<file path="config.mk">
export PLATFORM = sky130hd
export DESIGN_NAME = owire_master
export DESIGN_NICKNAME = d
export VERILOG_FILES = /design/src/rtl/owm_pkg.sv /design/src/rtl/owm_usdiv.sv /design/src/rtl/owm_sync.sv /design/src/rtl/owm_seq.sv /design/src/rtl/owire_master.sv
export SDC_FILE = /design/constraint.sdc
export NUM_CORES = 1
export LEC_CHECK = 0
export CAP_MARGIN = 20
export CORE_UTILIZATION = 35
export CTS_CLUSTER_SIZE = 14
export DETAILED_ROUTE_END_ITERATION = 7
export PLACE_DENSITY = 0.61
export SYNTH_ARGS = -nofsm -noshare
export SYNTH_HDL_FRONTEND = slang
export SYNTH_HIERARCHICAL = 1
export SYNTH_SLANG_ARGS = --single-unit
</file>
<file path="constraint.sdc">
create_clock -name clk -period 2.85 [get_ports clk]
set_input_delay 0.7125 -clock clk [delete_from_list [all_inputs] [get_ports clk]]
set_output_delay 0.7125 -clock clk [all_outputs]
set_load 0.01 [all_outputs]
</file>
<file path="src/rtl/owm_pkg.sv">
package owm_pkg;

   typedef enum logic [1:0] {
      OP_RESET = 2'b00,
      OP_TOUCH = 2'b01,
      OP_WRITE = 2'b10,
      OP_READ  = 2'b11
   } owm_op_e;

   typedef enum logic [2:0] {
      ST_IDLE,
      ST_RLOW,
      ST_RPRES,
      ST_RTAIL,
      ST_SLOT
   } owm_state_e;

   function automatic int owm_max4(input int a, input int b, input int c, input int d);
      int m;
      m = a;
      if (b > m) m = b;
      if (c > m) m = c;
      if (d > m) m = d;
      return m;
   endfunction

endpackage

</file>
<file path="src/rtl/owm_usdiv.sv">
// Microsecond tick generator; restarted on command acceptance so that each
// phase spans an exact multiple of CLK_PER_US cycles.
module owm_usdiv #(
   parameter int CLK_PER_US = 50
) (
   input  logic clk,
   input  logic rst,
   input  logic restart,
   output logic tick
);

   generate
      if (CLK_PER_US == 1) begin : g_pass
         logic unused_pass;
         assign unused_pass = clk ^ rst ^ restart;
         assign tick = 1'b1;
      end else begin : g_div
         localparam int DW = $clog2(CLK_PER_US);
         localparam logic [DW-1:0] LAST = DW'(CLK_PER_US - 1);
         logic [DW-1:0] cnt;

         always_ff @(posedge clk) begin
            if (rst || restart)  cnt <= '0;
            else if (cnt == LAST) cnt <= '0;
            else                  cnt <= cnt + 1'b1;
         end

         assign tick = (cnt == LAST);
      end
   endgenerate

endmodule

</file>
<file path="src/rtl/owm_sync.sv">
// Line-input synchronizer; STAGES = 0 selects a direct pass-through.
module owm_sync #(
   parameter int STAGES = 2
) (
   input  logic clk,
   input  logic rst,
   input  logic d,
   output logic q
);

   generate
      if (STAGES == 0) begin : g_direct
         logic unused_direct;
         assign unused_direct = clk ^ rst;
         assign q = d;
      end else begin : g_chain
         logic [STAGES-1:0] sh;
         always_ff @(posedge clk) begin
            if (rst) sh <= '1;
            else     sh <= (sh << 1) | STAGES'(d);
         end
         assign q = sh[STAGES-1];
      end
   endgenerate

endmodule

</file>
<file path="src/rtl/owm_seq.sv">
// Command sequencer: reset/presence phases and bit slots.
module owm_seq
   import owm_pkg::*;
#(
   parameter int T_RST_LOW   = 480,
   parameter int T_PRES_WAIT = 70,
   parameter int T_RST_TAIL  = 410,
   parameter int T_SLOT      = 70,
   parameter int T_W1_LOW    = 6,
   parameter int T_W0_LOW    = 60,
   parameter int T_SAMPLE    = 15,
   parameter int UW          = 9
) (
   input  logic       clk,
   input  logic       rst,
   input  logic       start,
   input  logic [1:0] cmd,
   input  logic [7:0] wr_data,
   input  logic       tick,
   input  logic       line_s,
   output logic       restart,
   output logic       ow_oe,
   output logic       busy,
   output logic       done,
   output logic [7:0] rd_data,
   output logic       presence_n
);

   localparam logic [UW-1:0] L_RLOW  = UW'(T_RST_LOW - 1);
   localparam logic [UW-1:0] L_PRES  = UW'(T_PRES_WAIT - 1);
   localparam logic [UW-1:0] L_TAIL  = UW'(T_RST_TAIL - 1);
   localparam logic [UW-1:0] L_SLOT  = UW'(T_SLOT - 1);
   localparam logic [UW-1:0] L_SAMP  = UW'(T_SAMPLE - 1);
   localparam logic [UW-1:0] W1_LEN  = UW'(T_W1_LOW);
   localparam logic [UW-1:0] W0_LEN  = UW'(T_W0_LOW);

   owm_state_e    state;
   owm_op_e       op;
   logic [UW-1:0] us;
   logic [7:0]    tx;
   logic [7:0]    rx;
   logic [2:0]    idx;
   logic          pres_s;
   logic [UW-1:0] last;
   logic [7:0]    first_tx;
   logic          phase_end;
   logic          samp_now;
   logic          final_slot;

   always_comb begin
      case (state)
         ST_RLOW:  last = L_RLOW;
         ST_RPRES: last = L_PRES;
         ST_RTAIL: last = L_TAIL;
         default:  last = L_SLOT;
      endcase
   end

   always_comb begin
      case (owm_op_e'(cmd))
         OP_READ:  first_tx = 8'hFF;
         OP_TOUCH: first_tx = {7'b0, wr_data[0]};
         default:  first_tx = wr_data;
      endcase
   end

   assign phase_end  = tick && (us == last);
   assign samp_now   = (state == ST_SLOT) && tick && (us == L_SAMP);
   assign final_slot = (op == OP_TOUCH) || (idx == 3'd7);
   assign restart    = (state == ST_IDLE) && start;
   assign busy       = (state != ST_IDLE);
   assign ow_oe      = (state == ST_RLOW) ||
                       ((state == ST_SLOT) && (us < (tx[0] ? W1_LEN : W0_LEN)));

   always_ff @(posedge clk) begin
      if (rst) begin
         state      <= ST_IDLE;
         op         <= OP_RESET;
         us         <= '0;
         tx         <= '0;
         rx         <= '0;
         idx        <= '0;
         pres_s     <= 1'b1;
         done       <= 1'b0;
         rd_data    <= '0;
         presence_n <= 1'b1;
      end else begin
         done <= 1'b0;
         if (state == ST_IDLE) begin
            if (start) begin
               op    <= owm_op_e'(cmd);
               us    <= '0;
               idx   <= '0;
               tx    <= first_tx;
               state <= (owm_op_e'(cmd) == OP_RESET) ? ST_RLOW : ST_SLOT;
            end
         end else if (tick) begin
            us <= us + 1'b1;
            if (samp_now) rx <= {line_s & tx[0], rx[7:1]};
            if (phase_end) begin
               us <= '0;
               case (state)
                  ST_RLOW:  state <= ST_RPRES;
                  ST_RPRES: begin
                     pres_s <= line_s;
                     state  <= ST_RTAIL;
                  end
                  ST_RTAIL: begin
                     presence_n <= pres_s;
                     done       <= 1'b1;
                     state      <= ST_IDLE;
                  end
                  default: begin
                     if (final_slot) begin
                        rd_data <= (op == OP_TOUCH) ? {7'b0, rx[7]} : rx;
                        done    <= 1'b1;
                        state   <= ST_IDLE;
                     end else begin
                        idx <= idx + 1'b1;
                        tx  <= tx >> 1;
                     end
                  end
               endcase
            end
         end
      end
   end

endmodule

</file>
<file path="src/rtl/owire_master.sv">
module owire_master
   import owm_pkg::*;
#(
   parameter int CLK_PER_US  = 50,
   parameter int T_RST_LOW   = 480,
   parameter int T_PRES_WAIT = 70,
   parameter int T_RST_TAIL  = 410,
   parameter int T_SLOT      = 70,
   parameter int T_W1_LOW    = 6,
   parameter int T_W0_LOW    = 60,
   parameter int T_SAMPLE    = 15,
   parameter int SYNC_STAGES = 2
) (
   input  logic       clk,
   input  logic       rst,
   input  logic       start,
   input  logic [1:0] cmd,
   input  logic [7:0] wr_data,
   output logic       busy,
   output logic       done,
   output logic [7:0] rd_data,
   output logic       presence_n,
   input  logic       ow_in,
   output logic       ow_oe
);

   localparam int T_MAX = owm_max4(T_RST_LOW, T_PRES_WAIT, T_RST_TAIL, T_SLOT);
   localparam int UW    = (T_MAX > 1) ? $clog2(T_MAX) : 1;

   generate
      if (CLK_PER_US < 1) begin : g_bad_div
         $error("CLK_PER_US must be at least 1");
      end
      if (!((T_W1_LOW > 0) && (T_W1_LOW < T_SAMPLE) && (T_SAMPLE < T_W0_LOW) &&
            (T_W0_LOW < T_SLOT))) begin : g_bad_slot
         $error("slot timing must satisfy 0 < T_W1_LOW < T_SAMPLE < T_W0_LOW < T_SLOT");
      end
      if ((T_RST_LOW < 1) || (T_PRES_WAIT < 1) || (T_RST_TAIL < 1)) begin : g_bad_rst
         $error("reset phases must be at least one microsecond");
      end
      if (SYNC_STAGES < 0) begin : g_bad_sync
         $error("SYNC_STAGES must not be negative");
      end
   endgenerate

   logic tick;
   logic restart;
   logic line_s;

   owm_usdiv #(.CLK_PER_US(CLK_PER_US)) u_div (
      .clk     (clk),
      .rst     (rst),
      .restart (restart),
      .tick    (tick)
   );

   owm_sync #(.STAGES(SYNC_STAGES)) u_sync (
      .clk (clk),
      .rst (rst),
      .d   (ow_in),
      .q   (line_s)
   );

   owm_seq #(
      .T_RST_LOW   (T_RST_LOW),
      .T_PRES_WAIT (T_PRES_WAIT),
      .T_RST_TAIL  (T_RST_TAIL),
      .T_SLOT      (T_SLOT),
      .T_W1_LOW    (T_W1_LOW),
      .T_W0_LOW    (T_W0_LOW),
      .T_SAMPLE    (T_SAMPLE),
      .UW          (UW)
   ) u_seq (
      .clk        (clk),
      .rst        (rst),
      .start      (start),
      .cmd        (cmd),
      .wr_data    (wr_data),
      .tick       (tick),
      .line_s     (line_s),
      .restart    (restart),
      .ow_oe      (ow_oe),
      .busy       (busy),
      .done       (done),
      .rd_data    (rd_data),
      .presence_n (presence_n)
   );

endmodule

</file>
Word-level counts from Yosys, hierarchy flattened

Index checks and enable logic that the tools add are counted.

Register bits after elaboration: 52
Bits of input ports: 14
Output and inout port bits: 12
Word-level logic and storage cells: 91

Add/subtract/negate cells: 3
Order comparisons: 1
Equality and inequality tests: 14
Muxes and demuxes: 29
Bitwise gates (word level): 6
Reductions and logical operators: 26

Operators with widths:

| cell                  | count |
|---|---|
| $mux W8               | 7 |
| $mux W3               | 12 |
| $mux W9               | 4 |
| $pmux W9 S2           | 1 |
| $pmux W8 S2           | 1 |
| $reduce_and A4 Y1     | 3 |
| $reduce_and A5 Y1     | 2 |
| $add A9 B1 Y9 const B | 1 |
| $eq A9 B4 Y1 const B  | 1 |
| $eq A9 B9 Y1          | 1 |
| $lt A9 B9 Y1          | 1 |
| $pmux W3 S3           | 1 |
| $add A6 B1 Y6 const B | 1 |
| $eq A3 B2 Y1 const B  | 2 |
| $eq A3 B3 Y1 const B  | 2 |
| $eq A6 B6 Y1 const B  | 1 |
| $mux W6               | 1 |
| $logic_and A1 B1 Y1   | 5 |
| $reduce_bool A5 Y1    | 1 |
| $eq A2 B1 Y1 const B  | 2 |
| $ne A2 B2 Y1 const B  | 2 |
| $not A1 Y1            | 4 |
| $reduce_and A2 Y1     | 2 |
| $reduce_bool A2 Y1    | 2 |
| other kinds (16)      | 19 |

Longest topological paths before layout

Gate-level depths: netlist (run 1).

Word-level depth: 7
Depth in mapped cells: 11
Mapped depth without buffers: 9

Hierarchy

The synthesis (run 1) kept the hierarchy.

Modules (own cells, without submodules):

| module    | times used | cells each | area an instance (sq um) | seq. area each (sq um) |
|---|---|---|---|---|
| owm_seq   | 1          | 259        | 2243.4                   | 880.8 |
| owm_usdiv | 1          | 27         | 254.0                    | 120.1 |
| owm_sync  | 1          | 4          | 52.6                     | 40.0 |

Worst setup path after synthesis (run 1)

Ideal clock, no wire load.

Path type: register -> register
From: register u_div.g_div.cnt[0]
To: register u_seq.tx[5]
Setup time: 70 ps
Arrival: 2077 ps
Required time: 2780 ps
Path slack: 703 ps
Stages on the path, launching flop included: 10
Path buffers: 1
Period minus slack after synthesis: 2147 ps
Cells stage by stage: dfxtp_1 > ha_1 > nand4b_1 > nor2_1 > nand3b_1 > a221oi_4 > o2111ai_1 > buf_2 > a221o_1 > a21oi_1

Cells in the longest elaborated chain, start to end: 4
Elaborated cells on any way between the ends: 5
Classes of those cells: eq/ne: 1; reduce/logical: 4

RTL lines:

| element                       | line               | text |
|---|---|---|
| start: declaration            | owm_usdiv.sv:20    | `logic [DW-1:0] cnt;` |
| start signal: assignment      | owm_usdiv.sv:25    | `else cnt <= cnt + 1'b1;` |
| $eq A6 B6 Y1 *                | owm_usdiv.sv:28    | `assign tick = (cnt == LAST);` |
| via tick                      | owire_master.sv:46 | `logic tick;` |
| $logic_and A1 B1 Y1           | owm_seq.sv:67      | `assign phase_end = tick && (us == last);` |
| $reduce_bool A2 Y1 (no line)  | n/a                |  |
| $reduce_and A5 Y1 (no line) * | n/a                |  |
| end signal: assignment        | owm_seq.sv:94      | `tx <= first_tx;` |
| end signal: assignment        | owm_seq.sv:120     | `tx <= tx >> 1;` |
| end: declaration              | owm_seq.sv:40      | `logic [7:0] tx;` |

Mark *: on every way through the listed nets, which the timed path passes. The rest lies on a longest branch.
A chain may end at the register's enable or synchronous reset.

Worst setup path after layout (run 1)

From: register u_seq.us[3]
To: output port ow_oe

Cells in the longest elaborated chain, start to end: 3

RTL lines:

| element                  | line               | text |
|---|---|---|
| start: declaration       | owm_seq.sv:39      | `logic [UW-1:0] us;` |
| start signal: assignment | owm_seq.sv:98      | `us <= us + 1'b1;` |
| $lt A9 B9 Y1             | owm_seq.sv:73      | `((state == ST_SLOT) && (us < (tx[0] ? W1_LEN : W0_LEN)));` |
| $logic_and A1 B1 Y1      | owm_seq.sv:73      |  |
| $logic_or A1 B1 Y1       | owm_seq.sv:72      | `assign ow_oe = (state == ST_RLOW) \|\|` |
| end: declaration         | owire_master.sv:24 | `output logic ow_oe` |

Every way passes these cells.

==> results of run 1 <==
[worst max path at each step]
stage / to / cells past startpoint
CTS: ow_oe / 6
finish: ow_oe / 6
global route: ow_oe / 6
floorplan: u_seq/tx[5] / 9
global placement: ow_oe / 6
detailed placement: ow_oe / 6
[what timing repair did]
item | CTS | global route
gates resized for setup | 2 | 0
hold buffers | 0 | 0
setup buffers | 0 | 0
setup endpoints to repair | 1 | 0
[sequential cells by signal, summed over array words and instances (netlist names)]
register and count:
u_seq/us 9, u_seq/done 1, u_seq/rx 8, u_seq/tx 8, u_seq/op 2, u_seq/rd_data 8, u_seq/state 3, u_seq/pres_s 1
u_sync/g_chain.sh 2, u_seq/presence_n 1, u_seq/idx 3, u_div/g_div.cnt 6
[critical path: cells and delay by family (launching register included)]
family          cells  cell delay [ns]
buf+inv             1             0.29
compound gates      3             0.61
fa+ha+maj           1             0.29
simple gates        1             0.06
flops               1             0.36
[routing by layer]
metal  vias up  GRT usage  routed length (um)
met5         -          0                   0
met4         0     0.0581                  88
met3         6     0.0284                 144
met2        30      0.268                2600
met1      1003      0.209                2730
li1       1116          -                   -
[stage by stage]
step                std cells  hold WS, ns
detailed placement        405        0.388
CTS                       413        0.406
global placement          405        0.398
finish                    413        0.401
floorplan                 290        0.383
global route              413        0.436
[Yosys cell counts, drive strengths merged (2+ instances only)]
cell type	count	share of area
or4	2	0.0074
and3	2	0.0049
nand3	19	0.039
inv	5	0.0074
nor4	2	0.0074
nand2b	3	0.0074
nand3b	2	0.0059
or3	2	0.0049
o21ai	8	0.016
or2	3	0.0074
o211ai	2	0.011
a21oi	28	0.058
o2111ai	2	0.0069
nor2	28	0.041
dfxtp	52	0.41
ha	9	0.044
o31ai	3	0.0088
nand2	24	0.035
nand4	15	0.037
mux2i	15	0.059
a221o	7	0.027
xor2	7	0.024
xnor2	2	0.0069
nor2b	4	0.0098
a211oi	2	0.0059
clkbuf	13	0.019
a21o	2	0.0059
nor3	7	0.018
buf	5	0.0083
[power groups by stage]
stage	sequential (mW)	clock, mW	combinational (mW)
2_1_floorplan	0.796	0	0.191
3_3_place_gp	0.803	0	0.277
3_5_place_dp	0.803	0	0.280
4_1_cts	0.786	0.437	0.279
5_1_grt	0.791	0.459	0.312
6_report	0.786	0.424	0.278
[area by class of cell]
type                       count  area [um^2]
multi-input combinational    215         1420
fill                         707         3880
tap                           96          120
clock inverter                 2         16.3
clock buffer                   6         72.6
timing repair buffer          37          339
inverter                       5         18.8
sequential                    52         1040
[logic make-up (layout without fill, tap and decap cells)]
| kind of cell | count (synthesis) | count (layout) | share of synthesized area |
|---|---|---|---|
| DFF | 52 | 52 | 0.408 |
| xor gates and xnor gates | 9 | 9 | 0.0309 |
| and+or+nand+nor | 119 | 119 | 0.245 |
| buffers and inverters | 23 | 50 | 0.0348 |
| muxes | 15 | 15 | 0.0589 |
| AOI/OAI and AO/OA | 63 | 63 | 0.178 |
| adders and majority gates | 9 | 9 | 0.0442 |
==> flow_summary.ini, run 1 <==
[status]
status = complete, no violations

[clock_network]
cts_root_buf = clkbuf_8
clk_pin_slew_worst_paths_ns = 0.10
cts_buffer_depth = 2
cts_tree = built
clock_latency_ns = 0.31
numCtsBuffers = 5
cts_sinks = 52
h-tree-depth = 2

[power_and_ir_drop]
comb_power_share = 0.187
p_leak_nw = 1.15
intPower_mw = 1.05
powerDensity_nw_per_um2 = 491
swShare = 0.292
pwr-share-seq = 0.528
finalPower_mw = 1.49
clockPowerShare = 0.285
power.net_switching_uw = 435
ir_worst_vdd_mv = 0.244

[critical_path]
worstSetupStartpoint = u_seq/us[3]
critical_path_arrival_ns = 1.91
cp-start-kind = flip-flop
rrSetupSlack_ns = 0.39
path_max_fanout = 7
cp.required_ns = 2.14
cp-end-kind = output port
r2r_start = u_div/g_div.cnt[0]
criticalPathCategory = reg2out
critPathMaxStageDelay_ns = 0.36
critPathSlowestCell = dfxtp_2
crit_chain = ha_1 > a31o_2 > a21oi_1 > nor2b_1 > o32ai_1 > dlygate4sd2_1
rr_worst_depth = 9
timing.rr.end = u_seq/tx[0]

[min_path]
hold_path_end = u_sync/g_chain.sh[1]
min_delay_path_depth = 1
holdCritStartpoint = u_sync/g_chain.sh[0]
hp-class = reg2reg

[routing]
ant_nets = 0
drt-wirelength-per-cell_um = 13.5
dr.pass1.iters = 4
drc = 0
viasPerCell = 5.22
detailedRoute.firstIterationViolations = 109
vias = 2155
totalWireLength_um = 5560

[global_route]
grt_pass1_wl_um = 9650
grt_max_degree = 22
grt_pass1_vias = 2035
overflow = 0
grt_use_total = 0.161
antenna_found_initial = 0

[synth]
yosysUniqueCellTypes = 54
synth.avg_cell_area_um2 = 8.79
async_flop_share = 0
synthCells = 290
synth_ff_type = dfxtp_1
synth_seq_cells = 52
syn-num-nets = 313
ys_seq_area_frac = 0.408
yosysWarnings = 6
synth-edff-count = 0
synth_area_um2 = 2550

[timing]
period_needed_ns = 2.63
setup_violations = 0
final_max_slew_viol_count = 0
fin_crit_sh = 0.922
finalHoldViolCount = 0
slew-limit-headroom = 0.495
setup_tns_ns = 0
rsz0062_at_grt = no
fmax_mhz = 381
skew_ns = 0.0124
worst_pin_slew_ns = 0.757
finalWorstSetupSlack_ns = 0.223

[finish]
antennaDiodeCount = 0
area_growth_pct = 18.8
fin_util = 0.439
mostFrequentLayoutCell = dfxtp_1
fin_area_um2 = 3030
drive_above_1_share = 0.101
fin_nets = 339
layout.cells.most_common_list = dfxtp_1 (51), nor2_1 (28), a21oi_1 (26)

[place]
hpwlAfterDp_um = 3950
port_buffers = 25
globalplace.congestion = 0.790
post-place-ws_ns = 0.188
placed_area_um2 = 2940

[floorplanning]
start_util = 0.369
io_pins = 26
core_area_um2 = 6910
die-area_um2 = 7630
fp.dieW_um = 87.4
num_rows = 30
die-height_um = 87.4

[job]
drv_cap = 0
Power figures use the tool's default switching activity.
==> run 2, diff against run 1 <==
CORE_UTILIZATION = 56   (was 35)
PLACE_DENSITY = 0.86   (was 0.61)
==> run 2 against run 1 <==
Against the previous run:
- count of clock-buffer cells in the layout shrank 1
- via count increased by 2.6%
- clock skew shrank 0.0040 ns
- critical path type unchanged
- largest cell class unchanged
- highest routed layer unchanged
==> flow_summary.ini, run 2 (synthesis results as in run 1) <==
[power_and_ir_drop]
ir_worst_vdd_mv = 0.288
p_leak_nw = 1.15
finalPower_mw = 1.49
powerDensity_nw_per_um2 = 504

[finish]
area_growth_pct = 16.1
mostFrequentLayoutCell = dfxtp_1
regMostFlops = u_seq/us
nFillCells = 351
drive_above_1_share = 0.0984
antennaDiodeCount = 0
fin_nets = 337
stdcell_count = 367
layout.cells.most_common_list = dfxtp_1 (51), nor2_1 (28), a21oi_1 (26)
largest_reg_flops = 9

[place]
post-place-ws_ns = 0.209
port_buffers = 25
dp_cells = 359
hpwlAfterDp_um = 3760
globalplace.congestion = 0.895

[routing]
drt-wirelength-per-cell_um = 14.5
ant_nets = 0
vias = 2211
detailedRoute.firstIterationViolations = 132
drc = 0
viasPerCell = 6.02
totalWireLength_um = 5320
dr.pass1.iters = 4

[status]
status = complete, no violations

[clock_network]
cts_buffer_depth = 2
cts_tree = built
clock_latency_ns = 0.31
h-tree-depth = 2
cts_sinks = 52
clk_pin_slew_worst_paths_ns = 0.10
numCtsBuffers = 5
cts_root_buf = clkbuf_8
postCtsSetupBuffers = 0

[critical_path]
critical_path_buf_inv_count = 1
critPathMaxStageDelay_ns = 0.37
crit_end = ow_oe
rr_worst_depth = 9
cp.required_ns = 2.14
rrSetupSlack_ns = 0.31
cp-end-kind = output port
r2r_start = u_div/g_div.cnt[0]
worstSetupStartpoint = u_seq/us[3]
crit_chain = ha_1 > a31o_2 > a21oi_1 > nor2b_1 > o32ai_1 > dlygate4sd2_1
critPathSlowestCell = dfxtp_2
criticalPathCategory = reg2out
critical_path_arrival_ns = 1.93
critical_path.top_delay_family = compound AO/OA/AOI/OAI gates
crit_cells = 6
path_max_fanout = 7
timing.rr.end = u_seq/tx[4]
cp-start-kind = flip-flop

[floorplanning]
fp.dieW_um = 69.5
io_pins = 26
die-height_um = 69.5
num_rows = 24
die-area_um2 = 4830
start_util = 0.586
core_area_um2 = 4350

[timing]
setup_tns_ns = 0
period_needed_ns = 2.64
finalHoldViolCount = 0
finalWorstSetupSlack_ns = 0.212
fmax_mhz = 379
final_max_slew_viol_count = 0
skew_ns = 0.00846
slew-limit-headroom = 0.466
fin_crit_sh = 0.925
rsz0062_at_grt = no
worst_pin_slew_ns = 0.800
setup_violations = 0

[min_path]
hp-class = reg2reg

[global_route]
grt_max_degree = 22
grt_pass1_vias = 2065
grt_use_total = 0.233
overflow = 0
grt_pass1_wl_um = 9120
antenna_found_initial = 0

[job]
drv_cap = 0
==> run 2: routing by layer <==
| layer | part of all wire | up-vias | global-route usage |
|---|---|---|---|
| met5 | 0 | - | 0 |
| met4 | 0.020 | 0 | 0.120 |
| met3 | 0.048 | 11 | 0.0436 |
| met2 | 0.47 | 69 | 0.372 |
| met1 | 0.47 | 1019 | 0.301 |
| li1 | - | 1112 | - |
==> run 2: worst min path at each step <==
stage | from | end | slack (ns) | depth (start not counted)
finish | u_sync/g_chain.sh[0] | u_sync/g_chain.sh[1] | 0.45 | 1
global route | u_sync/g_chain.sh[0] | u_sync/g_chain.sh[1] | 0.45 | 1
CTS | u_sync/g_chain.sh[0] | u_sync/g_chain.sh[1] | 0.44 | 1
detailed placement | u_sync/g_chain.sh[0] | u_sync/g_chain.sh[1] | 0.43 | 1
global placement | u_sync/g_chain.sh[0] | u_sync/g_chain.sh[1] | 0.39 | 1
floorplan | u_sync/g_chain.sh[0] | u_sync/g_chain.sh[1] | 0.38 | 1
==> run 2: repair_timing <==
action                                  in CTS  in global routing
hold buffers                                 0                  0
gates resized for setup                      2                  0
endpoints found under the setup margin       1                  0
==> run 2: worst reg2reg max path, cell delays in order, from the launching register on <==
cell and delay [ns]:
dfxtp_1 0.40, ha_1 0.16, nand4b_1 0.12, nor2_1 0.35, nand3b_1 0.18, a221oi_4 0.31
o2111ai_1 0.19, buf_4 0.26, a221o_1 0.37, a21oi_1 0.14
==> run 2: stage by stage <==
stage / hold WS, ns / area, um^2 / utilization
after detailed placement: 0.425 / 2870 / 0.659
after CTS: 0.442 / 2960 / 0.680
after floorplan: 0.383 / 2550 / -
final: 0.447 / 2960 / 0.680
after global routing: 0.447 / 2960 / 0.680
after global placement: 0.388 / 2870 / 0.659
==> run 2: area by class of cell <==
| cell class | instances | area (um^2) | share of cell area |
|---|---|---|---|
| clock buffers | 5 | 68.8 | 0.0232 |
| repair buffers | 35 | 324 | 0.109 |
| inverters | 5 | 18.8 | 0.00634 |
| clock inverters | 3 | 22.5 | 0.00760 |
| well taps | 52 | 65.1 | 0.0220 |
| flip-flops and latches | 52 | 1040 | 0.352 |
| multi-input cells | 215 | 1420 | 0.480 |
==> run 2: power breakdown <==
part	leakage [nW]	switching, mW	total, mW	internal (mW)
Combinational	0.680	0.154	0.270	0.117
Clock	0.0485	0.254	0.430	0.176
Sequential	0.422	0.0333	0.792	0.759
Total	1.15	0.441	1.49	1.05
==> run 3, diff against run 2 <==
CTS_CLUSTER_SIZE = default   (was 14)
==> results of run 3 <==
The final DEF is identical to that of run 2; final timing and power are the same.
